==> src/rtl/tmr_pkg.sv <==
package tmr_pkg;
    typedef enum logic [1:0] {
        EN_OFF    = 2'd0,
        EN_SINGLE = 2'd1,
        EN_REPEAT = 2'd2,
        EN_RSVD   = 2'd3
    } en_mode_e;

    typedef enum logic [1:0] {
        TM_WIDE  = 2'd0,
        TM_SPLIT = 2'd1,
        TM_WDOG  = 2'd2,
        TM_CHAIN = 2'd3
    } tmode_e;

    typedef enum logic [1:0] {
        ST_HOLD,
        ST_IDLE,
        ST_SINGLE,
        ST_REPEAT
    } half_st_e;

    localparam logic [7:0] OFS_ID     = 8'h00;
    localparam logic [7:0] OFS_CNT_LO = 8'h10;
    localparam logic [7:0] OFS_CNT_HI = 8'h14;
    localparam logic [7:0] OFS_PRD_LO = 8'h18;
    localparam logic [7:0] OFS_PRD_HI = 8'h1C;
    localparam logic [7:0] OFS_CTRL   = 8'h20;
    localparam logic [7:0] OFS_GCTRL  = 8'h24;
    localparam logic [7:0] OFS_WDOG   = 8'h28;

    localparam int FLD_LO_POS = 6;
    localparam int FLD_HI_POS = 22;
endpackage

==> src/rtl/tmr_half_fsm.sv <==
module tmr_half_fsm
    import tmr_pkg::*;
(
    input  logic       clk,
    input  logic       rst_n,
    input  logic       release_i,
    input  logic       cnt_ok_i,
    input  logic       mode_we_i,
    input  logic [1:0] mode_wd_i,
    input  logic       hit_i,
    output logic       adv_o,
    output logic       wrap_o,
    output logic       irq_o,
    output logic [1:0] field_o
);
    half_st_e state_q, state_d;
    logic     running;
    logic     fire;

    always_comb begin
        state_d = state_q;
        if (!release_i) begin
            state_d = ST_HOLD;
        end else if (mode_we_i) begin
            unique case (en_mode_e'(mode_wd_i))
                EN_SINGLE: state_d = ST_SINGLE;
                EN_REPEAT: state_d = ST_REPEAT;
                default:   state_d = ST_IDLE;
            endcase
        end else begin
            unique case (state_q)
                ST_HOLD:   state_d = ST_IDLE;
                ST_SINGLE: if (fire) state_d = ST_IDLE;
                default:   state_d = state_q;
            endcase
        end
    end

    always_ff @(posedge clk or negedge rst_n) begin
        if (!rst_n) state_q <= ST_HOLD;
        else        state_q <= state_d;
    end

    always_comb begin
        running = 1'b0;
        field_o = EN_OFF;
        unique case (state_q)
            ST_SINGLE: begin running = 1'b1; field_o = EN_SINGLE; end
            ST_REPEAT: begin running = 1'b1; field_o = EN_REPEAT; end
            default:   begin running = 1'b0; field_o = EN_OFF;    end
        endcase
        adv_o  = running && cnt_ok_i && release_i;
        fire   = adv_o && hit_i;
        wrap_o = fire && (state_q == ST_REPEAT);
    end

    always_ff @(posedge clk or negedge rst_n) begin
        if (!rst_n) irq_o <= 1'b0;
        else        irq_o <= fire;
    end

    // a one-shot match with no competing write ends in the idle state
    a_r4_single_ends: assert property (@(posedge clk) disable iff (!rst_n)
        (state_q == ST_SINGLE && hit_i && cnt_ok_i && release_i && !mode_we_i)
        |=> (state_q == ST_IDLE && field_o == 2'd0));

    // a held half cannot raise its interrupt on the next cycle
    a_r8_hold_quiet: assert property (@(posedge clk) disable iff (!rst_n)
        (state_q == ST_HOLD) |=> !irq_o);
endmodule

==> src/rtl/tmr_count.sv <==
module tmr_count #(
    parameter int DW = 32
) (
    input  logic          clk,
    input  logic          rst_n,
    input  logic          wide_i,
    input  logic          rel_lo_i,
    input  logic          rel_hi_i,
    input  logic          wr_lo_i,
    input  logic          wr_hi_i,
    input  logic [DW-1:0] wdata_i,
    input  logic          adv_lo_i,
    input  logic          adv_hi_i,
    input  logic          wrap_lo_i,
    input  logic          wrap_hi_i,
    input  logic [DW-1:0] prd_lo_i,
    input  logic [DW-1:0] prd_hi_i,
    output logic [DW-1:0] cnt_lo_o,
    output logic [DW-1:0] cnt_hi_o,
    output logic          hit_lo_o,
    output logic          hit_hi_o
);
    localparam int FW = 2 * DW;

    logic          lo_full;
    logic          carry;
    logic          inc_hi;
    logic          clr_hi;

    assign lo_full  = &cnt_lo_o;
    assign hit_lo_o = wide_i ? ({cnt_hi_o, cnt_lo_o} == FW'({prd_hi_i, prd_lo_i}))
                             : (cnt_lo_o == prd_lo_i);
    assign hit_hi_o = !wide_i && (cnt_hi_o == prd_hi_i);
    assign carry    = wide_i && adv_lo_i && !hit_lo_o && lo_full;
    assign inc_hi   = wide_i ? carry : (adv_hi_i && !hit_hi_o);
    assign clr_hi   = wide_i ? wrap_lo_i : wrap_hi_i;

    always_ff @(posedge clk or negedge rst_n) begin
        if (!rst_n)                      cnt_lo_o <= '0;
        else if (!rel_lo_i)              cnt_lo_o <= '0;
        else if (wr_lo_i)                cnt_lo_o <= wdata_i;
        else if (wrap_lo_i)              cnt_lo_o <= '0;
        else if (adv_lo_i && !hit_lo_o)  cnt_lo_o <= cnt_lo_o + 1'b1;
    end

    always_ff @(posedge clk or negedge rst_n) begin
        if (!rst_n)         cnt_hi_o <= '0;
        else if (!rel_hi_i) cnt_hi_o <= '0;
        else if (wr_hi_i)   cnt_hi_o <= wdata_i;
        else if (clr_hi)    cnt_hi_o <= '0;
        else if (inc_hi)    cnt_hi_o <= cnt_hi_o + 1'b1;
    end

    // a word whose release bit is low reads zero one edge later
    a_r8_held_zero: assert property (@(posedge clk) disable iff (!rst_n)
        !rel_lo_i |=> (cnt_lo_o == '0));

    // a periodic match returns the counter to zero
    a_r3_wrap_zero: assert property (@(posedge clk) disable iff (!rst_n)
        (wrap_lo_i && !wr_lo_i && rel_lo_i) |=> (cnt_lo_o == '0));

    // a stopped, released, unwritten counter keeps its value
    a_r5_idle_stable: assert property (@(posedge clk) disable iff (!rst_n)
        (rel_lo_i && !wr_lo_i && !adv_lo_i && !wrap_lo_i) |=> $stable(cnt_lo_o));
endmodule

==> src/rtl/tmr_regs.sv <==
module tmr_regs
    import tmr_pkg::*;
#(
    parameter int          AW      = 8,
    parameter int          DW      = 32,
    parameter logic [31:0] ID_WORD = 32'h5449_0102
) (
    input  logic          clk,
    input  logic          rst_n,
    input  logic [AW-1:0] addr_i,
    input  logic          wr_i,
    input  logic [DW-1:0] wdata_i,
    output logic [DW-1:0] rdata_o,
    output logic [DW-1:0] prd_lo_o,
    output logic [DW-1:0] prd_hi_o,
    output tmode_e        tmode_o,
    output logic [1:0]    rel_o,
    output logic          wr_cnt_lo_o,
    output logic          wr_cnt_hi_o,
    output logic          mode_we_o,
    input  logic [DW-1:0] cnt_lo_i,
    input  logic [DW-1:0] cnt_hi_i,
    input  logic [1:0]    field_lo_i,
    input  logic [1:0]    field_hi_i
);
    assign wr_cnt_lo_o = wr_i && (addr_i == AW'(OFS_CNT_LO));
    assign wr_cnt_hi_o = wr_i && (addr_i == AW'(OFS_CNT_HI));
    assign mode_we_o   = wr_i && (addr_i == AW'(OFS_CTRL));

    always_ff @(posedge clk or negedge rst_n) begin
        if (!rst_n) begin
            prd_lo_o <= '0;
            prd_hi_o <= '0;
            tmode_o  <= TM_WIDE;
            rel_o    <= 2'b00;
        end else if (wr_i) begin
            if (addr_i == AW'(OFS_PRD_LO)) prd_lo_o <= wdata_i;
            if (addr_i == AW'(OFS_PRD_HI)) prd_hi_o <= wdata_i;
            if (addr_i == AW'(OFS_GCTRL)) begin
                tmode_o <= tmode_e'(wdata_i[3:2]);
                rel_o   <= wdata_i[1:0];
            end
        end
    end

    always_comb begin
        rdata_o = '0;
        case (addr_i)
            AW'(OFS_ID):     rdata_o = DW'(ID_WORD);
            AW'(OFS_CNT_LO): rdata_o = cnt_lo_i;
            AW'(OFS_CNT_HI): rdata_o = cnt_hi_i;
            AW'(OFS_PRD_LO): rdata_o = prd_lo_o;
            AW'(OFS_PRD_HI): rdata_o = prd_hi_o;
            AW'(OFS_CTRL): begin
                rdata_o[FLD_LO_POS +: 2] = field_lo_i;
                rdata_o[FLD_HI_POS +: 2] = field_hi_i;
            end
            AW'(OFS_GCTRL):  rdata_o[3:0] = {tmode_o, rel_o};
            default:         rdata_o = '0;
        endcase
    end
endmodule

==> src/rtl/split_timer.sv <==
module split_timer
    import tmr_pkg::*;
#(
    parameter int          AW      = 8,
    parameter int          DW      = 32,
    parameter logic [31:0] ID_WORD = 32'h5449_0102
) (
    input  logic          clk,
    input  logic          rst_n,
    input  logic [AW-1:0] reg_addr,
    input  logic          reg_wr,
    input  logic [DW-1:0] reg_wdata,
    output logic [DW-1:0] reg_rdata,
    output logic          irq_lo,
    output logic          irq_hi
);
    localparam int NH = 2;

    logic [DW-1:0] prd_lo, prd_hi, cnt_lo, cnt_hi;
    tmode_e        tmode;
    logic [NH-1:0] rel, cnt_ok, hit, adv, wrap, irq;
    logic [1:0]    field [NH];
    logic          wr_cnt_lo, wr_cnt_hi, mode_we;
    logic          wide, split;

    assign wide      = (tmode == TM_WIDE);
    assign split     = (tmode == TM_SPLIT);
    assign cnt_ok[0] = wide || split;
    assign cnt_ok[1] = split;

    tmr_regs #(.AW(AW), .DW(DW), .ID_WORD(ID_WORD)) u_regs (
        .clk         (clk),
        .rst_n       (rst_n),
        .addr_i      (reg_addr),
        .wr_i        (reg_wr),
        .wdata_i     (reg_wdata),
        .rdata_o     (reg_rdata),
        .prd_lo_o    (prd_lo),
        .prd_hi_o    (prd_hi),
        .tmode_o     (tmode),
        .rel_o       (rel),
        .wr_cnt_lo_o (wr_cnt_lo),
        .wr_cnt_hi_o (wr_cnt_hi),
        .mode_we_o   (mode_we),
        .cnt_lo_i    (cnt_lo),
        .cnt_hi_i    (cnt_hi),
        .field_lo_i  (field[0]),
        .field_hi_i  (field[1])
    );

    for (genvar gi = 0; gi < NH; gi++) begin : g_half
        localparam int POS = (gi == 0) ? FLD_LO_POS : FLD_HI_POS;
        tmr_half_fsm u_fsm (
            .clk       (clk),
            .rst_n     (rst_n),
            .release_i (rel[gi]),
            .cnt_ok_i  (cnt_ok[gi]),
            .mode_we_i (mode_we),
            .mode_wd_i (reg_wdata[POS +: 2]),
            .hit_i     (hit[gi]),
            .adv_o     (adv[gi]),
            .wrap_o    (wrap[gi]),
            .irq_o     (irq[gi]),
            .field_o   (field[gi])
        );
    end

    tmr_count #(.DW(DW)) u_count (
        .clk       (clk),
        .rst_n     (rst_n),
        .wide_i    (wide),
        .rel_lo_i  (rel[0]),
        .rel_hi_i  (rel[1]),
        .wr_lo_i   (wr_cnt_lo),
        .wr_hi_i   (wr_cnt_hi),
        .wdata_i   (reg_wdata),
        .adv_lo_i  (adv[0]),
        .adv_hi_i  (adv[1]),
        .wrap_lo_i (wrap[0]),
        .wrap_hi_i (wrap[1]),
        .prd_lo_i  (prd_lo),
        .prd_hi_i  (prd_hi),
        .cnt_lo_o  (cnt_lo),
        .cnt_hi_o  (cnt_hi),
        .hit_lo_o  (hit[0]),
        .hit_hi_o  (hit[1])
    );

    assign irq_lo = irq[0];
    assign irq_hi = irq[1];

    // in the joined mode the upper interrupt never fires
    a_r9_upper_quiet: assert property (@(posedge clk) disable iff (!rst_n)
        wide |=> !irq_hi);

    // reserved timer modes freeze both counters unless software writes them
    a_r10_frozen: assert property (@(posedge clk) disable iff (!rst_n)
        (!wide && !split && !wr_cnt_lo && rel[0]) |=> $stable(cnt_lo));
endmodule

==> config.mk <==
export PLATFORM = sky130hd
export DESIGN_NAME = split_timer
export DESIGN_NICKNAME = d
export VERILOG_FILES = /design/src/rtl/tmr_pkg.sv /design/src/rtl/tmr_half_fsm.sv /design/src/rtl/tmr_count.sv /design/src/rtl/tmr_regs.sv /design/src/rtl/split_timer.sv
export SDC_FILE = /design/constraint.sdc
export NUM_CORES = 1
export LEC_CHECK = 0
export ABC_AREA = 0
export BUFFER_PORTS_ARGS = -buffer_cell sky130_fd_sc_hd__buf_2
export CORE_MARGIN = 1
export CORE_UTILIZATION = 40
export CTS_BUF_LIST = sky130_fd_sc_hd__clkbuf_16
export DETAILED_ROUTE_END_ITERATION = 8
export GPL_TIMING_DRIVEN = 0
export PLACE_DENSITY_LB_ADDON = 0.12
export SYNTH_ARGS = -nofsm -noshare
export SYNTH_HDL_FRONTEND = slang
export SYNTH_HIERARCHICAL = 1
export SYNTH_SLANG_ARGS = --single-unit
==> constraint.sdc <==
create_clock -name clk -period 8.65 [get_ports clk]
set_clock_uncertainty 0.15 [all_clocks]
set_input_delay 0 -clock clk [delete_from_list [all_inputs] [get_ports clk]]
set_output_delay 0 -clock clk [all_outputs]
set_load 0.01 [all_outputs]
==> impl_metrics.json <==
{
  "crit_start": "u_count/cnt_hi_o[8]$_DFFE_PN0P_",
  "cts_inserted_buffers": 17,
  "final_common_cell": "dfrtp_1",
  "seq_area_um2": 3450,
  "ys_ff_latch": 138,
  "fin_nets": 1185,
  "post-cts-setup-buffers": 0,
  "synth_area_um2": 9410,
  "synth.yosys.warnings": 6,
  "viasPerCell": 5.99,
  "stdcell_count": 1464,
  "setup_viol": 0,
  "overflow": 0,
  "synth_ff_type": "dfrtp_1",
  "ctsHoldBuffers": 39,
  "wl_per_cell_um": 24.8,
  "crit_path_start_kind": "register",
  "max-vdd-ir-drop_mv": 0.100,
  "cts-root-buf": "clkbuf_16",
  "fmax_mhz": 192,
  "synth_nets": 1051,
  "hold_violations": 0,
  "postSynthAreaPerCell_um2": 9.37,
  "finalMaxSlewViolations": 0,
  "grt_max_degree": 89,
  "dpl.hpwl_um": 27400,
  "max_cap_violations": 0,
  "crit_type": "register to register",
  "yosysSeqAreaShare_pct": 36.7,
  "worst_slack_ns": 3.43,
  "timing.final.crit_period_ns": 5.22,
  "track_usage_pct": 31.1,
  "multiInputGateArea_um2": 5530,
  "drive_above_1_share_pct": 22.3,
  "synth_cell_types": 77,
  "reg2reg_from": "u_count/cnt_hi_o[8]$_DFFE_PN0P_",
  "core-area_um2": 22800,
  "hold_start": "reg_addr[2]",
  "critPathRequiredTime_ns": 8.78,
  "initial_core_util_pct": 41.2,
  "nFillCells": 2236,
  "cts_resized": 0,
  "synth_top_area_share_pct": 36.7,
  "antenna_found_initial": 0,
  "cts.clk_slew.worst_paths_ns": 0.06,
  "grt_pass1_wl_um": 54800,
  "synth_cells": 1004,
  "power.density_nw_per_um2": 142,
  "whs_ns": 0.0684,
  "final_util_pct": 48.9,
  "slew_headroom_pct": 30.3,
  "rsz0062_at_grt": "no",
  "port-buffer-count": 75,
  "cts.sinks": 138,
  "worst-path-max-fanout": 10,
  "die_h_um": 155,
  "p_leak_nw": 4.67,
  "vias": 8763,
  "cts_htree_levels": 4,
  "area_growth_pct": 18.9,
  "min_path_type": "input pin to register",
  "worstPathArrival_ns": 5.35,
  "layout_common_cells": "dfrtp_1, buf_2, nand2_1",
  "fp-row-count": 55,
  "ant_nets": 0,
  "clock_latency_ns": 0.42,
  "status": "finished, final reports clean",
  "drtIter0Drc": 841,
  "grt_pass1_vias": 8443,
  "critical_path.endpoint_type": "register",
  "ios": 77,
  "tightest_slew_ns": 1.04,
  "synthTopCellsByArea": "dfrtp_1, mux2_2, xnor2_1, mux2i_1, nand2_1",
  "clockBufferDepth": 2,
  "place_congestion": 0.961,
  "cts_tree": "done",
  "dieArea_um2": 24100,
  "synth_largest_area_cell": "dfrtp_1",
  "drt_drc_violations_left": 0,
  "wirelength_um": 36300,
  "fin_crit_sh_pct": 60.3,
  "finalSetupTns_ns": 0,
  "dp.cells": 1393,
  "place_ws_ns": 3.63,
  "synth_enable_flop_cells": 0,
  "firstDrtPassIters": 5,
  "die_w_um": 155,
  "async_reset_ff_share_pct": 100
}
[final cells by class]
cell class / instances / share of cell area, %
buffer: 67 / 3.13
tap: 313 / 3.50
sequential: 138 / 30.9
clock inverter: 14 / 1.24
multi-input combinational: 781 / 49.5
timing repair buffer: 115 / 7.31
clock buffer: 17 / 3.80
antenna: 1 / 0.0224
inverter: 18 / 0.604
[logic make-up after synthesis]
family | count (synthesis) | synth area share (%)
xor gates and xnor gates | 79 | 7.36
and+or+nand+nor | 337 | 19.4
adders and majority gates | 4 | 0.532
buffers and inverters | 85 | 4.44
muxes | 116 | 13.7
DFF | 138 | 36.7
AOI/OAI and AO/OA | 245 | 17.9
[synthesized netlist by cell type, types with 22 or more instances]
| cell type | number |
|---|---|
| dfrtp_1 | 138 |
| nand2_1 | 82 |
| mux2_2 | 79 |
| xnor2_1 | 74 |
| nor2_1 | 71 |
| o21ai_0 | 49 |
| a22oi_1 | 37 |
| mux2i_1 | 33 |
| nand4_1 | 33 |
| a21oi_1 | 30 |
| clkbuf_1 | 29 |
| nand3_1 | 28 |
| and2_1 | 27 |
| o22ai_1 | 26 |
| buf_2 | 22 |
[routing by layer]
metal / share of wire [%] / track usage, %
met1: 45 / 44.2
met2: 46 / 48.5
met3: 7.2 / 5.35
met4: 2.0 / 8.68
met5: 0 / 0
[worst max-delay path, stage by stage (launching register included)]
cell and delay [ns]:
dfrtp_1 0.49, xnor2_1 0.39, nand4_1 0.24, nor4_2 0.58
nand2_1 0.21, a21oi_1 0.54, and4_4 0.32, and2_1 0.32
mux2_2 0.38, nor2_1 0.18, nand2_1 0.33, clkbuf_1 0.55
nor2_1 0.10, o21ai_0 0.15, o21ai_0 0.13
[where the power goes]
| part | switching [mW] | internal (mW) | total (mW) |
|---|---|---|---|
| sequential | 0.0195 | 0.662 | 0.681 |
| combinational | 0.115 | 0.0717 | 0.187 |
| clock | 0.278 | 0.443 | 0.721 |
| total | 0.413 | 1.18 | 1.59 |
[flip-flops by register name, summed over array words and instances, names as in the netlist]
name / flops
g_half.u_fsm/irq_o: 2
g_half.u_fsm/state_q: 4
u_count/cnt_hi_o: 32
u_count/cnt_lo_o: 32
u_regs/prd_hi_o: 32
u_regs/prd_lo_o: 32
u_regs/rel_o: 2
u_regs/tmode_o: 2
[through the flow]
stage	instance area [um^2]	power (mW)
floorplan	9410	0.777
global placement	10200	0.859
detailed placement	10200	0.861
CTS	11200	1.60
global route	11200	1.64
finish	11200	1.59
[worst paths after layout]
check                                                         to  slack [ns]  cells after the start
worst max-delay path            u_count/cnt_hi_o[18]$_DFFE_PN0P_        3.43                     14
worst min-delay path              u_regs/prd_hi_o[0]$_DFFE_PN0P_        0.07                      3
worst min register to register   u_regs/prd_hi_o[25]$_DFFE_PN0P_        0.40                      1
min in group asynchronous        u_count/cnt_hi_o[6]$_DFFE_PN0P_        0.53                      4
max in group asynchronous       u_count/cnt_lo_o[28]$_DFFE_PN0P_        7.39                      4
worst max register to register  u_count/cnt_hi_o[18]$_DFFE_PN0P_        3.43                     14
Note: power is estimated with default switching activity, not from simulation.
